## src/rtl/pmp_tier_pkg.sv

```systemverilog
package pmp_tier_pkg;

    typedef enum logic [1:0] {
        AM_OFF   = 2'd0,
        AM_TOR   = 2'd1,
        AM_NAPOT = 2'd2,
        AM_RSVD  = 2'd3
    } amode_e;

    typedef enum logic [1:0] {
        ACC_READ  = 2'd0,
        ACC_WRITE = 2'd1,
        ACC_EXEC  = 2'd2,
        ACC_BAD   = 2'd3
    } acc_e;

    typedef struct packed {
        logic x;
        logic w;
        logic r;
    } xwr_t;

    typedef struct packed {
        acc_e kind;
        logic mach;
        logic mxr;
    } acc_req_t;

    // Rule bits applied to the request; the readable-executable widening only for S/U.
    function automatic logic xwr_grants(xwr_t p, acc_req_t q);
        logic rd_ok;
        rd_ok = p.r | (q.mxr & ~q.mach & p.x);
        case (q.kind)
            ACC_READ:  return rd_ok;
            ACC_WRITE: return p.w;
            ACC_EXEC:  return p.x;
            default:   return 1'b0;
        endcase
    endfunction

    // Verdict for a matched entry.
    function automatic logic rule_allows(logic [1:0] tier, logic [1:0] field, xwr_t p, acc_req_t q);
        logic locked;
        locked = field[1];
        if (q.kind == ACC_BAD)
            return 1'b0;
        if (tier == 2'd0) begin
            if (locked || !q.mach)
                return xwr_grants(p, q);
            return 1'b1;
        end
        if (locked)
            return q.mach ? xwr_grants(p, q) : 1'b0;
        if (!q.mach)
            return xwr_grants(p, q);
        return (field == 2'd0) && (q.kind != ACC_EXEC);
    endfunction

    // Verdict when no entry matched.
    function automatic logic miss_allows(logic [1:0] tier, logic closed, acc_req_t q);
        if (closed || !q.mach || q.kind == ACC_BAD)
            return 1'b0;
        if (tier[1])
            return q.kind != ACC_EXEC;
        return 1'b1;
    endfunction

endpackage

```

## src/rtl/pmp_tier_match.sv

```systemverilog
module pmp_tier_match
    import pmp_tier_pkg::*;
#(
    parameter int ADDR_W = 32
) (
    input  logic [1:0]        mode,
    input  logic [ADDR_W-1:0] this_addr,
    input  logic [ADDR_W-1:0] prev_addr,
    input  logic [ADDR_W-1:0] req_addr,
    output logic              hit
);
    logic [ADDR_W-1:0] care_mask;
    logic              tor_hit;
    logic              pow_hit;

    // Ones from bit 0 through the lowest zero of the stored word.
    assign care_mask = this_addr ^ (this_addr + 1'b1);
    assign pow_hit   = ((req_addr ^ this_addr) & ~care_mask) == '0;
    assign tor_hit   = (req_addr >= prev_addr) && (req_addr < this_addr);

    always_comb begin
        case (amode_e'(mode))
            AM_TOR:   hit = tor_hit;
            AM_NAPOT: hit = pow_hit;
            default:  hit = 1'b0;
        endcase
    end
endmodule

```

## src/rtl/pmp_tier_prio.sv

```systemverilog
module pmp_tier_prio #(
    parameter int N_ENT = 8,
    localparam int IDX_W = (N_ENT > 1) ? $clog2(N_ENT) : 1
) (
    input  logic [N_ENT-1:0] hits,
    output logic             any_hit,
    output logic [IDX_W-1:0] win_idx
);
    always_comb begin
        win_idx = '0;
        for (int i = N_ENT - 1; i >= 0; i--) begin
            if (hits[i])
                win_idx = IDX_W'(i);
        end
    end
    assign any_hit = |hits;
endmodule

```

## src/rtl/pmp_tier_decide.sv

```systemverilog
module pmp_tier_decide
    import pmp_tier_pkg::*;
(
    input  logic       any_hit,
    input  logic [1:0] sel_priv,
    input  logic [2:0] sel_xwr,
    input  logic [1:0] tier,
    input  logic       closed,
    input  logic [1:0] kind,
    input  logic       mach,
    input  logic       mxr,
    output logic       fault
);
    acc_req_t q;
    logic     ok;

    always_comb begin
        q.kind = acc_e'(kind);
        q.mach = mach;
        q.mxr  = mxr;
        if (any_hit)
            ok = rule_allows(tier, sel_priv, xwr_t'(sel_xwr), q);
        else
            ok = miss_allows(tier, closed, q);
        fault = ~ok;
    end
endmodule

```

## src/rtl/pmp_tier_check.sv

```systemverilog
module pmp_tier_check
    import pmp_tier_pkg::*;
#(
    parameter int N_ENT  = 8,
    parameter int ADDR_W = 32,
    localparam int IDX_W = (N_ENT > 1) ? $clog2(N_ENT) : 1
) (
    input  logic                    clk,
    input  logic                    rst,
    input  logic                    req_valid,
    input  logic [ADDR_W-1:0]       req_addr,
    input  logic [1:0]              req_kind,
    input  logic                    req_mach,
    input  logic                    req_mxr,
    input  logic [1:0]              sec_level,
    input  logic                    default_closed,
    input  logic [2*N_ENT-1:0]      ent_mode,
    input  logic [2*N_ENT-1:0]      ent_priv,
    input  logic [3*N_ENT-1:0]      ent_xwr,
    input  logic [N_ENT*ADDR_W-1:0] ent_addr,
    output logic                    rsp_valid,
    output logic                    rsp_fault,
    output logic [IDX_W:0]          rsp_index
);
    localparam logic [IDX_W:0] NO_HIT = '1;

    logic [N_ENT-1:0] hits;
    logic             any_hit;
    logic [IDX_W-1:0] win_idx;
    logic [1:0]       sel_priv;
    logic [2:0]       sel_xwr;
    logic             fault_c;

    for (genvar g = 0; g < N_ENT; g++) begin : g_ent
        logic [ADDR_W-1:0] lower;
        if (g == 0) begin : g_first
            assign lower = '0;
        end else begin : g_rest
            assign lower = ent_addr[(g-1)*ADDR_W +: ADDR_W];
        end
        pmp_tier_match #(.ADDR_W(ADDR_W)) u_match (
            .mode      (ent_mode[2*g +: 2]),
            .this_addr (ent_addr[g*ADDR_W +: ADDR_W]),
            .prev_addr (lower),
            .req_addr  (req_addr),
            .hit       (hits[g])
        );
    end

    pmp_tier_prio #(.N_ENT(N_ENT)) u_prio (
        .hits    (hits),
        .any_hit (any_hit),
        .win_idx (win_idx)
    );

    assign sel_priv = ent_priv[2*win_idx +: 2];
    assign sel_xwr  = ent_xwr[3*win_idx +: 3];

    pmp_tier_decide u_decide (
        .any_hit  (any_hit),
        .sel_priv (sel_priv),
        .sel_xwr  (sel_xwr),
        .tier     (sec_level),
        .closed   (default_closed),
        .kind     (req_kind),
        .mach     (req_mach),
        .mxr      (req_mxr),
        .fault    (fault_c)
    );

    always_ff @(posedge clk) begin
        if (rst) begin
            rsp_valid <= 1'b0;
            rsp_fault <= 1'b0;
            rsp_index <= NO_HIT;
        end else begin
            rsp_valid <= req_valid;
            if (req_valid) begin
                rsp_fault <= fault_c;
                rsp_index <= any_hit ? {1'b0, win_idx} : NO_HIT;
            end
        end
    end
endmodule

```

## config.mk

```make
export PLATFORM = sky130hd
export DESIGN_NAME = pmp_tier_check
export DESIGN_NICKNAME = d
export VERILOG_FILES = /design/src/rtl/pmp_tier_pkg.sv /design/src/rtl/pmp_tier_match.sv /design/src/rtl/pmp_tier_prio.sv /design/src/rtl/pmp_tier_decide.sv /design/src/rtl/pmp_tier_check.sv
export SDC_FILE = /design/constraint.sdc
export NUM_CORES = 1
export LEC_CHECK = 0
export BUFFER_PORTS_ARGS = -buffer_cell sky130_fd_sc_hd__buf_2
export CAP_MARGIN = 20
export CORE_MARGIN = 3
export CORE_UTILIZATION = 55
export CTS_BUF_LIST = sky130_fd_sc_hd__clkbuf_16
export DETAILED_ROUTE_END_ITERATION = 10
export HOLD_SLACK_MARGIN = 0.15
export PLACE_DENSITY_LB_ADDON = 0.08
export SKIP_CTS_REPAIR_TIMING = 1
export SLEW_MARGIN = 30
export SYNTH_ARGS = -nofsm -noshare
export SYNTH_HDL_FRONTEND = slang
export SYNTH_SLANG_ARGS = --single-unit
```

## constraint.sdc

```tcl
create_clock -name clk -period 8.45 [get_ports clk]
set_input_delay 0.845 -clock clk [delete_from_list [all_inputs] [get_ports clk]]
set_output_delay 0.845 -clock clk [all_outputs]
set_load 0.01 [all_outputs]
```

Word level (Yosys, flattened, before mapping)
Cells that the tools add are included.
{"block": "word_totals", "register_bits": 6, "out_inout_bits": 6, "in_bits": 354}
{"block": "classes", "eq_ne": 20, "shift": 2, "mux": 57, "bitwise": 37, "n_lt_le_gt_ge": 16, "addsub": 8, "mul": 1, "reduce_logical": 25}
{"op": "$xor 32x32->32", "count": 16}
{"op": "$add 32x1->32 const B", "count": 8}
{"op": "$and 32x32->32", "count": 8}
{"op": "$logic_not 32->1", "count": 8}
{"op": "$lt 32x32->1", "count": 8}
{"op": "$not 32->32", "count": 8}
{"op": "$ge 32x32->1", "count": 7}
{"op": "$mux 1", "count": 39}
{"op": "$ge 32x1->1 const B", "count": 1}
{"op": "$mux 3", "count": 8}
{"op": "$shiftx 24x6->3", "count": 1}
{"op": "$eq 2x2->1 const B", "count": 10}
{"op": "$eq 2x1->1 const B", "count": 9}
{"op": "$pmux 1 s2", "count": 8}
{"op": "$shiftx 16x5->2", "count": 1}
{"op": "$logic_and 1x1->1", "count": 9}
{"op": "$reduce_or 8->1", "count": 1}
{"op": "$logic_not 2->1", "count": 3}
{"op": "$mul 2x3->5 const A", "count": 1}
{"op": "$mux 4", "count": 1}
{"op": "$logic_or 1x1->1", "count": 3}
{"op": "$pmux 1 s3", "count": 1}
{"op": "$and 1x1->1", "count": 2}
{"op": "$ne 2x2->1 const B", "count": 1}
{"op": "other kinds (3)", "count": 4}

Depth between registers and ports, before layout
{"block": "logic_depth", "ltp_word": 30, "ltp_mapped": 18, "depth_no_buf": 17}

Hierarchy
From an unflattened synthesis, not the netlist that was laid out.
{"block": "unflattened", "cells_unflattened": 2414, "hier_area_um2": 17322.9}
{"mod": "pmp_tier_match (g_ent[0].u_match ...)", "cells_each": 293, "n_inst": 7, "area_per_inst_um2": 2070.7}
{"mod": "pmp_tier_match (g_ent[4].u_match)", "cells_each": 293, "n_inst": 1, "area_per_inst_um2": 2078.2}
{"mod": "pmp_tier_check", "cells_each": 40, "n_inst": 1, "area_per_inst_um2": 560.5}
{"mod": "pmp_tier_decide", "cells_each": 17, "n_inst": 1, "area_per_inst_um2": 107.6}
{"mod": "pmp_tier_prio", "cells_each": 13, "n_inst": 1, "area_per_inst_um2": 81.3}

Worst setup path before layout
No wires, ideal clock.
{"block": "synth_path", "path_kind": "input -> register", "startpoint": "input ent_addr[183]", "endpoint": "register rsp_fault", "required_ps": 8335, "n_path_buf": 0, "path_slack_ps": 3750, "t_arrival_ps": 4585, "setup_ps": 115, "cell_stages": 17, "path_cell_list": "inv_1 ha_1 nand4_1 a21o_1 or4_1 nor4_1 nand4b_1 or4_1 o21ai_0 nor4_2 nor2_8 mux2_1 or3b_1 nand3_1 a2111oi_1 or3_1 a31o_1"}
{"block": "synth_between", "elab_chain_len": 28, "elab_cells_between_ends": 49}
{"element": "from (decl)", "line": "pmp_tier_check.sv:20", "source": "input logic [N_ENT*ADDR_W-1:0] ent_addr,"}
{"element": "$add 32x1->32", "line": "pmp_tier_match.sv:17", "source": "assign care_mask = this_addr ^ (this_addr + 1'b1);"}
{"element": "$xor 32x32->32", "line": "pmp_tier_match.sv:17"}
{"element": "$not 32->32", "line": "pmp_tier_match.sv:18", "source": "assign pow_hit = ((req_addr ^ this_addr) & ~care_mask) == '0;"}
{"element": "$and 32x32->32", "line": "pmp_tier_match.sv:18"}
{"element": "$logic_not 32->1", "line": "pmp_tier_match.sv:18"}
{"element": "$pmux 1 s2", "line": "pmp_tier_match.sv:22", "source": "case (amode_e'(mode))"}
{"element": "$mux 3 (6 in series)", "line": "pmp_tier_prio.sv:12", "source": "if (hits[i])"}
{"element": "$mul 2x3->5 / $shiftx 16x5->2 (equally long branches)", "line": "pmp_tier_check.sv:57, pmp_tier_check.sv:56"}
{"element": "[7 not listed]"}
{"element": "$mux 1", "line": "pmp_tier_pkg.sv:52", "source": "if (locked)"}
{"element": "$mux 1", "line": "pmp_tier_pkg.sv:54", "source": "if (!q.mach)"}
{"element": "$mux 1", "line": "pmp_tier_pkg.sv:56", "source": "return (field == 2'd0) && (q.kind != ACC_EXEC);"}
{"element": "$mux 1", "line": "pmp_tier_pkg.sv:54"}
{"element": "$mux 1", "line": "pmp_tier_pkg.sv:52"}
{"element": "$mux 1", "line": "pmp_tier_pkg.sv:47", "source": "if (tier == 2'd0) begin"}
{"element": "$mux 1 *", "line": "pmp_tier_decide.sv:21", "source": "if (any_hit)"}
{"element": "$not 1->1 *", "line": "pmp_tier_decide.sv:25", "source": "fault = ~ok;"}
{"element": "to (signal assigned)", "line": "pmp_tier_check.sv:79", "source": "rsp_fault <= fault_c;"}
{"element": "to (decl)", "line": "pmp_tier_check.sv:22", "source": "output logic rsp_fault,"}
Mark *: on every way between the ends. The rest lies on a longest branch, timed or not. The select of a mux whose other input is x is not followed.
A chain may end at the register's enable or synchronous reset.

Worst setup path after layout
{"block": "layout_path", "startpoint": "input req_addr[4]", "endpoint": "register rsp_fault"}
{"block": "layout_between", "elab_chain_len": 28, "elab_cells_between_ends": 94}
{"element": "from (decl)", "line": "pmp_tier_check.sv:11", "source": "input logic [ADDR_W-1:0] req_addr,"}
{"element": "parallel branches: the longest is 26 deep, another holds $ge 32x32->1"}
{"element": "$mux 1 *", "line": "pmp_tier_decide.sv:21"}
{"element": "$not 1->1 *", "line": "pmp_tier_decide.sv:25"}
Every way passes the cells marked *. The select of a mux whose other input is x is not followed.

==> impl_metrics.csv <==
group,metric,value,unit
clocking,cts_tree,"built",
detailed_routing,drcViolationCount,0,
setup_path,end_kind,"register",
yosys,synth_top_area_share,30.9,%
floorplan,dieArea,22300,um^2
hold_path,min_path_type,"register to register",
detailed_routing,ant_nets,0,
setup_path,regToRegSetupSlack,7.57,ns
yosys,synth-async-reset-ratio,0,%
clocking,clock_latency,0.23,ns
hold_path,min_to,"rsp_index[0]",
run,maxCapViolCount,0,
floorplan,die_height,149,um
timing,fin_crit_sh,66.7,%
timing,clock_skew,0,ns
cells_and_area,most-common-layout-cells,"buf_2 (359), inv_1 (284), ha_1 (279)",
setup_path,crit_required,8.57,ns
yosys,synth_cells,1616,
global_route,antenna_found_initial,0,
cells_and_area,final_common_cell,"buf_2",
detailed_routing,drt_first_pass_iters,6,
clocking,cts.sinks,6,
placement,place.gp.congestion,1.04,
yosys,synth_fp_nets,2249,
timing,fin_crit,5.64,ns
clocking,cts_made_buffers,3,
yosys,synth.avg_cell_area,6.99,um^2
global_route,grt_usage,39.7,%
clocking,clk_pin_slew,0.03,ns
cells_and_area,syn_to_final_growth,19.2,%
global_route,grt_pass1_wl,70.9,mm
timing,setup_viol,0,
yosys,synth_top_area_cell,"ha_1",
setup_path,path_max_fanout,16,
floorplan,ios,360,
timing,max_freq,177,MHz
setup_path,path_class,"input port to register",
hold_path,hold_depth,2,
yosys,synth-seq-cells,6,
placement,dp_hpwl,39.0,mm
hold_path,hp-start,"rsp_index[0]",
yosys,synth_enable_flop_cells,0,
cells_and_area,nets,2608,
timing,finalHoldViolCount,0,
floorplan,core_area,19800,um^2
power,leakage,7.18,nW
setup_path,reg2reg_depth,3,
detailed_routing,finalWirelength,47.4,mm
cells_and_area,drive_gt1_share,20.5,%
floorplan,start_util,56.9,%
floorplan,rows,51,
setup_path,reg2reg_from,"rsp_index[2]",
yosys,yosysWarnings,0,
yosys,yosysUniqueCellTypes,91,
global_route,grt_max_degree,17,
global_route,grt_overflow,0,
setup_path,r2r-end,"rsp_index[2]",
clocking,cts_root_buffer,"clkbuf_16",
timing,rsz0062_at_grt,"no",
timing,worstMarginPinSlew,0.915,ns
timing,slew_headroom,38.6,%
floorplan,dieWidth,149,um
timing,slew_viol_final,0,
yosys,ys_top_cells_by_area,"ha_1 (31%), inv_1 (9.4%), a21oi_1 (6.9%), nand4_1 (4.9%), nor4_1 (3.2%)",
timing,fin_tns_setup,0,ns
detailed_routing,vias,14800,
placement,placement.io_buffers,359,
clocking,cts_buffer_depth,2,
setup_path,startpoint_type,"input port",
clocking,cts_htree_levels,1,
detailed_routing,viasPerCell,6.59,
power,power_density,60.8,nW/um^2
yosys,ys.flop_type,"dfxtp_1",
timing,hold_ws,0.490,ns
setup_path,cp.arrival,5.76,ns
detailed_routing,avgRoutedWirePerCell,21.2,um
yosys,syn-cell-area,11300,um^2
setup_path,crit_start,"req_addr[4]",
power,peakVddDrop,46.4,uV
global_route,grt_pass1_vias,14000,
yosys,synth_seq_area_share,1.06,%
run_status,status,"complete, no violations",
detailed_routing,first_iter_violations,1508,
[metal layers]
layer | global-route usage, % | routed length, um
met1 | 51.3 | 18400
met2 | 64.7 | 20800
met3 | 6.11 | 5600
met4 | 18.8 | 2640
met5 | 0 | 0
[Yosys cell counts (all sizes together), types with 8 or more instances]
cell    count
inv       285
ha        279
a21oi     155
nand4      92
nor2       92
nand2      67
nor4       65
a31oi      56
o21ai      53
nor3       46
a21o       45
nand3      45
and3       28
a41oi      24
and4       23
o211ai     17
o22ai      15
a211oi     14
mux2i      14
nor2b      13
a22oi      11
nand2b     11
or4        10
and2        9
o31ai       8
[report_power, final]
part	switching (mW)	total, mW	leakage [nW]	internal (mW)
Clock	0.0182	0.0792	0.0370	0.0610
Combinational	0.422	0.708	7.09	0.287
Sequential	0.00107	0.0318	0.0494	0.0307
Total	0.441	0.819	7.18	0.378
[cells by family (layout without fill, tap and decap cells)]
logic type	after synthesis	after routing	synth area share, %
other cells	0	2	0
xor+xnor	7	7	0.543
flops	6	6	1.06
fa+ha+maj	279	279	30.9
mux	19	19	1.77
compound gates	479	479	28.1
simple gates	536	536	27.8
buf+inv	290	647	9.82
[critical path: stages]
cell and delay, ns:
buf_2 0.31, ha_1 0.34, and3_1 0.17, o21ai_0 0.17, a31oi_1 0.10, o31a_1 0.35
a211oi_1 0.73, or4bb_1 0.30, o31a_1 0.23, nand4_4 0.21, nor2_8 0.39, mux2_1 0.36
or3b_1 0.37, nand3_1 0.14, a2111oi_1 0.10, or3_1 0.41, a31o_1 0.22
[state kept, by name, summed over array words and instances, names as in the netlist]
| name | count |
|---|---|
| rsp_index | 4 |
| rsp_valid | 1 |
| rsp_fault | 1 |
[layout make-up]
class | count | area [um^2]
diodes | 2 | 5.00
clock buffers | 3 | 75.1
inverters | 285 | 1070
multi-input cells | 1320 | 10100
fillers | 1826 | 6380
flip-flops and latches | 6 | 120
repair buffers | 359 | 1800
well taps | 265 | 332
[worst max-delay path by stage]
stage	to	depth (start not counted)	slack (ns)
3_5_place_dp	rsp_fault	17	2.80
5_1_grt	rsp_fault	17	2.71
3_3_place_gp	rsp_fault	17	2.95
2_1_floorplan	rsp_fault	17	3.75
4_1_cts	rsp_fault	17	3.03
6_report	rsp_fault	17	2.81
[metrics by stage]
stage	instances	util [%]	total power, mW	setup slack (ns)	area, um^2
finish	2240	67.9	0.819	2.81	13500
global route	2238	67.8	0.888	2.71	13500
CTS	2238	67.8	0.798	3.03	13500
detailed placement	2235	67.4	0.716	2.80	13400
global placement	2235	67.4	0.701	2.95	13400
floorplan	1616	-	0.438	3.75	11300
Power figures use the tool's default switching activity.
